[config.mk]
export PLATFORM = sky130hd
export DESIGN_NAME = alert_status_ctrl
export DESIGN_NICKNAME = d
export VERILOG_FILES = /design/src/rtl/asa_pkg.sv /design/src/rtl/asa_cond_pack.sv /design/src/rtl/asa_sticky_bank.sv /design/src/rtl/asa_mask_reg.sv /design/src/rtl/asa_alert_drv.sv /design/src/rtl/alert_status_ctrl.sv
export SDC_FILE = /design/constraint.sdc
export NUM_CORES = 1
export LEC_CHECK = 0
export BUFFER_PORTS_ARGS = -buffer_cell sky130_fd_sc_hd__buf_2
export CAP_MARGIN = 20
export CORE_MARGIN = 10
export CORE_UTILIZATION = 45
export CTS_CLUSTER_SIZE = 12
export DETAILED_ROUTE_END_ITERATION = 10
export HOLD_SLACK_MARGIN = 0.08
export PLACE_DENSITY = 0.81
export SYNTH_ARGS = -nofsm -noshare
export SYNTH_HDL_FRONTEND = slang
export SYNTH_SLANG_ARGS = --single-unit
[constraint.sdc]
create_clock -name clk -period 3.2 [get_ports clk]
set_input_delay 0.48 -clock clk [delete_from_list [all_inputs] [get_ports clk]]
set_output_delay 0.48 -clock clk [all_outputs]
set_load 0.1 [all_outputs]
[src/rtl/asa_pkg.sv]
`timescale 1ns/1ps
package asa_pkg;
  localparam int unsigned DW      = 8;
  localparam int unsigned AW      = 8;
  localparam int unsigned NUM_FAN = 4;
  localparam int unsigned NUM_RS  = 2;
  localparam int unsigned NBANK   = 2;

  localparam logic [AW-1:0] ADDR_STAT1 = 8'h41;
  localparam logic [AW-1:0] ADDR_STAT2 = 8'h42;
  localparam logic [AW-1:0] ADDR_MASK1 = 8'h74;
  localparam logic [AW-1:0] ADDR_MASK2 = 8'h75;

  // status register 2 bit positions (host software decodes these)
  localparam int unsigned B_OVT   = 1;
  localparam int unsigned B_FAN0  = 2;
  localparam int unsigned B_SHARE = 5;
  localparam int unsigned B_RS0   = 6;

  typedef enum logic [2:0] {
    SEL_NONE,
    SEL_STAT1,
    SEL_STAT2,
    SEL_MASK1,
    SEL_MASK2
  } reg_sel_e;

  function automatic reg_sel_e decode_addr(input logic [AW-1:0] a);
    reg_sel_e s;
    case (a)
      ADDR_STAT1: s = SEL_STAT1;
      ADDR_STAT2: s = SEL_STAT2;
      ADDR_MASK1: s = SEL_MASK1;
      ADDR_MASK2: s = SEL_MASK2;
      default:    s = SEL_NONE;
    endcase
    return s;
  endfunction
endpackage

[src/rtl/asa_cond_pack.sv]
`timescale 1ns/1ps
module asa_cond_pack
  import asa_pkg::*;
(
  input  logic [NUM_RS-1:0]  rsens_fault,
  input  logic [NUM_FAN-1:0] fan_slow,
  input  logic               overtemp,
  input  logic               timer_lim,
  input  logic               bit5_timer_sel,
  output logic [DW-1:0]      cond
);
  localparam int unsigned NFAN_DIRECT = NUM_FAN - 1;

  logic shared_flag;
  assign shared_flag = bit5_timer_sel ? timer_lim : fan_slow[NUM_FAN-1];

  assign cond[0]       = 1'b0;
  assign cond[B_OVT]   = overtemp;
  assign cond[B_SHARE] = shared_flag;

  for (genvar f = 0; f < NFAN_DIRECT; f++) begin : g_fan
    assign cond[B_FAN0+f] = fan_slow[f];
  end

  for (genvar r = 0; r < NUM_RS; r++) begin : g_rs
    assign cond[B_RS0+r] = rsens_fault[r];
  end
endmodule

[src/rtl/asa_sticky_bank.sv]
`timescale 1ns/1ps
module asa_sticky_bank #(
  parameter int unsigned W = 8
) (
  input  logic         clk,
  input  logic         rst_n,
  input  logic [W-1:0] cond,
  input  logic         rd_hit,
  output logic [W-1:0] stat_q,
  output logic [W-1:0] stat_nxt
);
  for (genvar i = 0; i < W; i++) begin : g_bit
    logic nxt;
    logic q;
    // read replaces the bit with the sampled condition; otherwise accumulate
    always_comb nxt = rd_hit ? cond[i] : (q | cond[i]);
    always_ff @(posedge clk or negedge rst_n) begin
      if (!rst_n) q <= 1'b0;
      else        q <= nxt;
    end
    assign stat_q[i]   = q;
    assign stat_nxt[i] = nxt;
  end
endmodule

[src/rtl/asa_mask_reg.sv]
`timescale 1ns/1ps
module asa_mask_reg #(
  parameter int unsigned W = 8
) (
  input  logic         clk,
  input  logic         rst_n,
  input  logic         wr_en,
  input  logic [W-1:0] wdata,
  output logic [W-1:0] mask_q,
  output logic [W-1:0] mask_nxt
);
  always_comb mask_nxt = wr_en ? wdata : mask_q;

  always_ff @(posedge clk or negedge rst_n) begin
    if (!rst_n) mask_q <= '0;
    else        mask_q <= mask_nxt;
  end
endmodule

[src/rtl/asa_alert_drv.sv]
`timescale 1ns/1ps
module asa_alert_drv #(
  parameter int unsigned W     = 8,
  parameter int unsigned NSRC  = 2,
  localparam int unsigned TOT  = W * NSRC
) (
  input  logic           clk,
  input  logic           rst_n,
  input  logic [TOT-1:0] stat_nxt,
  input  logic [TOT-1:0] mask_nxt,
  output logic           alert_n
);
  logic any_live;
  assign any_live = |(stat_nxt & ~mask_nxt);

  always_ff @(posedge clk or negedge rst_n) begin
    if (!rst_n) alert_n <= 1'b1;
    else        alert_n <= ~any_live;
  end
endmodule

[src/rtl/alert_status_ctrl.sv]
`timescale 1ns/1ps
module alert_status_ctrl
  import asa_pkg::*;
(
  input  logic               clk,
  input  logic               rst_n,
  input  logic [AW-1:0]      reg_addr,
  input  logic               reg_wr,
  input  logic               reg_rd,
  input  logic [DW-1:0]      reg_wdata,
  output logic [DW-1:0]      reg_rdata,
  input  logic [DW-1:0]      gen_cond,
  input  logic [NUM_RS-1:0]  rsens_fault,
  input  logic [NUM_FAN-1:0] fan_slow,
  input  logic               overtemp,
  input  logic               timer_lim,
  input  logic               bit5_timer_sel,
  output logic               alert_n
);
  reg_sel_e      sel;
  logic [DW-1:0] st2_cond;
  logic [DW-1:0] stat1_q, stat1_nxt, stat2_q, stat2_nxt;
  logic [DW-1:0] mask1_q, mask1_nxt, mask2_q, mask2_nxt;

  assign sel = decode_addr(reg_addr);

  asa_cond_pack u_pack (
    .rsens_fault   (rsens_fault),
    .fan_slow      (fan_slow),
    .overtemp      (overtemp),
    .timer_lim     (timer_lim),
    .bit5_timer_sel(bit5_timer_sel),
    .cond          (st2_cond)
  );

  asa_sticky_bank #(.W(DW)) u_bank1 (
    .clk     (clk),
    .rst_n   (rst_n),
    .cond    (gen_cond),
    .rd_hit  (reg_rd && (sel == SEL_STAT1)),
    .stat_q  (stat1_q),
    .stat_nxt(stat1_nxt)
  );

  asa_sticky_bank #(.W(DW)) u_bank2 (
    .clk     (clk),
    .rst_n   (rst_n),
    .cond    (st2_cond),
    .rd_hit  (reg_rd && (sel == SEL_STAT2)),
    .stat_q  (stat2_q),
    .stat_nxt(stat2_nxt)
  );

  asa_mask_reg #(.W(DW)) u_mask1 (
    .clk     (clk),
    .rst_n   (rst_n),
    .wr_en   (reg_wr && (sel == SEL_MASK1)),
    .wdata   (reg_wdata),
    .mask_q  (mask1_q),
    .mask_nxt(mask1_nxt)
  );

  asa_mask_reg #(.W(DW)) u_mask2 (
    .clk     (clk),
    .rst_n   (rst_n),
    .wr_en   (reg_wr && (sel == SEL_MASK2)),
    .wdata   (reg_wdata),
    .mask_q  (mask2_q),
    .mask_nxt(mask2_nxt)
  );

  asa_alert_drv #(.W(DW), .NSRC(NBANK)) u_alert (
    .clk     (clk),
    .rst_n   (rst_n),
    .stat_nxt({stat2_nxt, stat1_nxt}),
    .mask_nxt({mask2_nxt, mask1_nxt}),
    .alert_n (alert_n)
  );

  always_comb begin
    case (sel)
      SEL_STAT1: reg_rdata = stat1_q;
      SEL_STAT2: reg_rdata = stat2_q;
      SEL_MASK1: reg_rdata = mask1_q;
      SEL_MASK2: reg_rdata = mask2_q;
      default:   reg_rdata = '0;
    endcase
  end
endmodule

# == Word level (Yosys, flattened, before mapping) ==
# Index checks and enable logic that the tools add are counted.
# word_totals
ff_bits,33
output_inout_bits,9
wordCells,71
# classes
n_eq_ne,8
n_mux,21
bitwise,18
n_reduce_logical,5
# op_table
cell,count
"== test 8 x 7 -> 1 bit, second input constant",4
one-hot mux 8 bit (4 select lines),1
two-way mux 1 bit,17
bitwise AND 16 bit,1
two-way mux 8 bit,2
inverter 16 bit,1
OR reduction 16 bit,1
bitwise OR 1 bit,15
one-hot mux 3 bit (4 select lines),1
"== test 3 x 2 -> 1 bit, second input constant",2
logical AND 1 bit,4
"== test 3 x 1 -> 1 bit, second input constant",1
"== test 3 bit, second input constant",1
inverter 1 bit,1

# == Longest topological paths before layout ==
# depth
depth_word,9
ltp_mapped,8
depth_no_buf,5

# == Hierarchy ==
# From an unflattened synthesis, not the netlist that was laid out.
# unflattened
cells_unflattened,185
area_unflattened_um2,2087.0
# by_module_without_submodules
mod,n_inst,cells_per_inst,area_each_um2,seq_area_each_um2
asa_sticky_bank,2,33,384.1,200.2
asa_mask_reg,2,17,331.6,200.2
alert_status_ctrl,1,53,412.9,0.0
asa_alert_drv,1,22,163.9,26.3
asa_cond_pack,1,10,78.8,0.0

# == Worst setup path before layout ==
# OpenSTA, ideal clock, no wires.
# synth_timing
kind,input-to-output
start,in reg_addr[1]
end,out reg_rdata[0]
arrival_ps,2101
t_required_ps,2720
setup_slack_ps,619
cell_stages,4
path_buffers,1
cell_sequence,nor4b_4 > and2_1 > clkbuf_1 > a221o_1
# synth_via
elab_chain_cells,4
word_cells_on_any_way,10
classes_between,eq/ne (8); mux (2)
# synth_rtl
item,line,source
from (decl),alert_status_ctrl.sv:7,"input logic [AW-1:0] reg_addr,"
== test 8 x 7 -> 1 bit,asa_pkg.sv:30,case (a)
one-hot mux 3 bit (4 select lines) *,asa_pkg.sv:30,
== test 3 bit (tied with other cells),alert_status_ctrl.sv:81,case (sel)
one-hot mux 8 bit (4 select lines) *,alert_status_ctrl.sv:81,
to (decl),alert_status_ctrl.sv:11,"output logic [DW-1:0] reg_rdata,"
# Mark *: on every way between the ends. The rest lies on a longest branch, timed or not.

# == Worst setup path in the final report ==
# layout_timing
start,in reg_addr[0]
end,out reg_rdata[0]
# The elaborated chain is that of the path after synthesis.

==> flow_results.org <==
** Outcome
- The flow ran to the end, and the final reports show no timing, DRC or antenna violations.

** Worst setup path
- On the worst path, the slowest cell contributes a delay of 0.37 ns.
- In this run the critical register-to-register path is launched from u_bank2.g_bit[5].q.
- For the worst flop-to-flop path, the logic depth is 5.
- At the worst endpoint, the required time is 2.72 ns.
- STA classifies the critical path startpoint as an input pin.
- Of all nets on the critical path, the largest fanout is 13.
- Start-to-end type of the worst setup path :: in -> out
- Cell with the biggest individual delay on the critical path :: and2_1
- Worst setup slack for register-to-register paths :: 1.86 ns
- Crit path cell chain :: buf_2 -> nor4b_4 -> buf_4 -> and2_1 -> a221o_1 -> buf_12
- Data arrives at the worst endpoint at 2.14 ns.
- STA classifies the critical path endpoint as a primary output.
- Critical R2R Capture :: u_alert.alert_n

** Floorplanning
- Die footprint :: 7250 sq um
- In this run the count of I/O pins placed on the die edge is 46.
- The die is 85.2 microns wide.
- Vertical die dimension :: 85.2 microns
- The initial utilization of the core area, before any placement, comes to 47.1%.
- Core box area :: 4060 sq um
- The initialized floorplan defines 23 standard-cell rows.

** Final layout
- Post-route insts no fill :: 286
- Layout area overhead :: 24.6%
- Once layout is done, the placed cells without fillers occupy 2380 sq um.
- Measured on the finished design, the core utilization comes to 58.7%.
- Summing all multi-input logic gate instances after layout gives 913 sq um.
- Layout cell share with drive strength beyond 1 :: 31.8%
- After filler insertion, the fill cell instance count of the layout stands at 354.
- Across the whole layout, storage elements account for 827 sq um.
- At the end of the flow, the number of nets in the layout was 272.
- Diode insertion count for antenna repair :: 0

** Synthesis
- After synthesis, the netlist uses 40 different library cells.
- For this run, the leading register cell type out of synthesis is dfrtp_1.
- Proportion of synthesized flip-flops having asynchronous set or reset :: 100%
- Number of synthesis warnings :: 0
- Sequential elements use 43.3% of the synthesized area.
- Synthesized flop and latch total :: 33
- Number of flops mapped to enable cells by yosys :: 0
- Post-synthesis cell area :: 1910 sq um
- Leading area contributor after synthesis :: dfrtp_1
- Area fraction of the dominant cell type after synthesis :: 41.9%
- After synthesis, the cell types taking the most area are dfrtp_1 (42%), inv_1 (5.5%), a31oi_1 (4.3%).
- Cell count after synthesis :: 188
- Mapped Nets :: 225
- Post-Synthesis Mean Instance Area :: 10.2 sq um

** Global route
- Entering global routing, the biggest net connects 34 pins.
- The via count of the first global-routing pass is 1,841.
- The first global-routing pass estimated 8870 microns of wire.
- Total track usage :: 15.0%
- The number of antenna violations at the first check in global routing was 0.
- Global route overflow :: 0

** Timing
- Timing would allow up to 382 MHz.
- Post-route fraction of the period consumed by the critical path :: 81.8%
- Setup violations remaining at the end of the flow were counted as 0.
- In the final timing run, aggregate negative setup slack is 0 ns.
- Post-layout worst setup margin :: 0.583 ns
- Worst slew margin relative to its limit :: 52.3%
- The number of pins with negative max-slew slack in the final report is 0.
- Setup skew after layout :: 0.00617 ns
- For the pin with the worst max-slew slack, the measured transition is 0.715 ns.
- The smallest clock period supported by the final layout is computed as 2.62 ns.
- The number of hold violations in the final report came to 0.
- Across all hold checks on the routed design, the worst slack comes to 0.236 ns.
- Setup repair after global routing missed its margin :: no

** Power
- VDD sags by at most 0.000246 V.
- Of the total power, the share spent switching nets is 26.9%.
- For this design the ratio of total power to cell area is 366 nW/um^2.
- Internal Power :: 637 uW
- Total chip power :: 871 uW
- In this run, flip-flops and latches consume 50.6% of the power.
- Per report_power, the combinational group accounts for 14.8% of the total.
- Power share of the clock group :: 34.6%
- The analysis attributes to cell leakage a power of 1.11 nW.
- Total net switching power :: 234 uW

** Clocking
- Resize count post-CTS :: 0
- Clock latency on the worst-skew pair, taken at its later pin, is 0.29 ns.
- No sink is reached through more buffers than the 2 on the longest clock path.
- The number of hold buffers added after CTS was 0.
- Post-CTS Setup Bufs :: 0
- CTS saw 33 sinks.
- Clock-pin slew reported for the worst setup and hold paths after clock tree synthesis :: 0.07 ns
- CTS tree :: done
- The root buffer cell chosen for the clock tree is clkbuf_8.
- Buffers inserted during clock tree synthesis total 5.
- H-Tree Depth :: 2

** Placed design
- Cell Area, Placed :: 2300 sq um
- OpenSTA, run right after detailed placement, puts the worst setup slack at 0.618 ns.
- Port bufs :: 45
- The wire-length estimate of the detail-placed layout is 4140 microns.
- Gpl congestion :: 0.902
- After detailed placement, the design holds a cell count of 278.

** Route
- Detailed-route vias per instance :: 6.08
- # DRC :: 0
- Via total after detailed routing :: 1,739
- Detail-routed net length per standard cell :: 19.1 microns
- For this run, the detailed router's first-pass iteration total came to 5.
- In this run the remaining antenna-violating nets after routing total 0.
- Detailed router's first-iteration violation count :: 211
- Post-Route WL :: 5460 microns

** Min path
- Worst hold path type :: in -> async

** Job
- Across the run, the number of max-cap violations was 0.
flip-flops by register name (all words and copies together), names as in the netlist:
signal / cells
u_bank1.g_bit.q: 8
u_bank2.g_bit.q: 8
u_alert.alert_n: 1
u_mask2.mask_q: 8
u_mask1.mask_q: 8
per-layer routing:
layer  routed length [microns]  GRT usage [%]  part of all wire [%]
met1                      2120           17.5                    39
met2                      2740           24.8                    50
met3                       458           4.30                   8.4
met4                       138           6.74                   2.5
met5                         0              0                     0
synthesized netlist by cell type, drive strengths merged (4+ instances only):
library cell and instances:
nand4 12, or2 10, a31oi 13, o2111ai 4, mux2 4, nor2 9, dfrtp 32, o21ai 11
and2 4, buf 8, a221o 8, inv 28, o221ai 10, mux2i 8
power by group through the flow:
stage          Sequential (mW)  Clock (mW)  Combinational [mW]
2_1_floorplan            0.447           0              0.0678
3_3_place_gp             0.448           0               0.123
3_5_place_dp             0.449           0               0.127
4_1_cts                  0.441       0.305               0.128
5_1_grt                  0.443       0.325               0.140
6_report                 0.441       0.301               0.129
worst max-delay path: cells and delay by family:
family	cells	cell delay, ns
AO/OA/AOI/OAI	1	0.29
buffers and inverters	3	0.72
AND/OR/NAND/NOR	2	0.64
area by class of cell:
class	instances	share of cell area (%)
well taps	50	2.63
flip-flops and latches	33	34.7
multi-input cells	116	38.4
clock inverters	2	0.420
inverters	28	4.41
repair buffers	51	16.4
clock buffers	6	3.05
cell usage in the layout (no fill, tap or decap), drive strengths merged, types with 9 or more instances in the layout:
master and n:
buf 51, dfrtp 32, inv 28, a31oi 13, nand4 12, o21ai 11, o221ai 10, or2 10
nor2 9
how the worst max path moves through the flow:
stage / from / to / slack, ns / cells past startpoint
CTS: reg_addr[0] / reg_rdata[3] / 0.60 / 6
finish: reg_addr[0] / reg_rdata[0] / 0.58 / 6
detailed placement: reg_addr[0] / reg_rdata[3] / 0.62 / 6
global placement: reg_addr[0] / reg_rdata[3] / 0.64 / 6
floorplan: reg_addr[1] / reg_rdata[0] / 0.62 / 4
global route: reg_addr[0] / reg_rdata[0] / 0.49 / 6
logic make-up (layout without fill, tap and decap cells):
logic type	after synthesis	count (layout)	share of synthesized area, %
compound gates	52	52	20.5
simple gates	52	52	20.6
buf+inv	39	87	8.91
flops	33	33	43.3
mux	12	12	6.75
No activity file was read; power rests on OpenSTA's default activity.
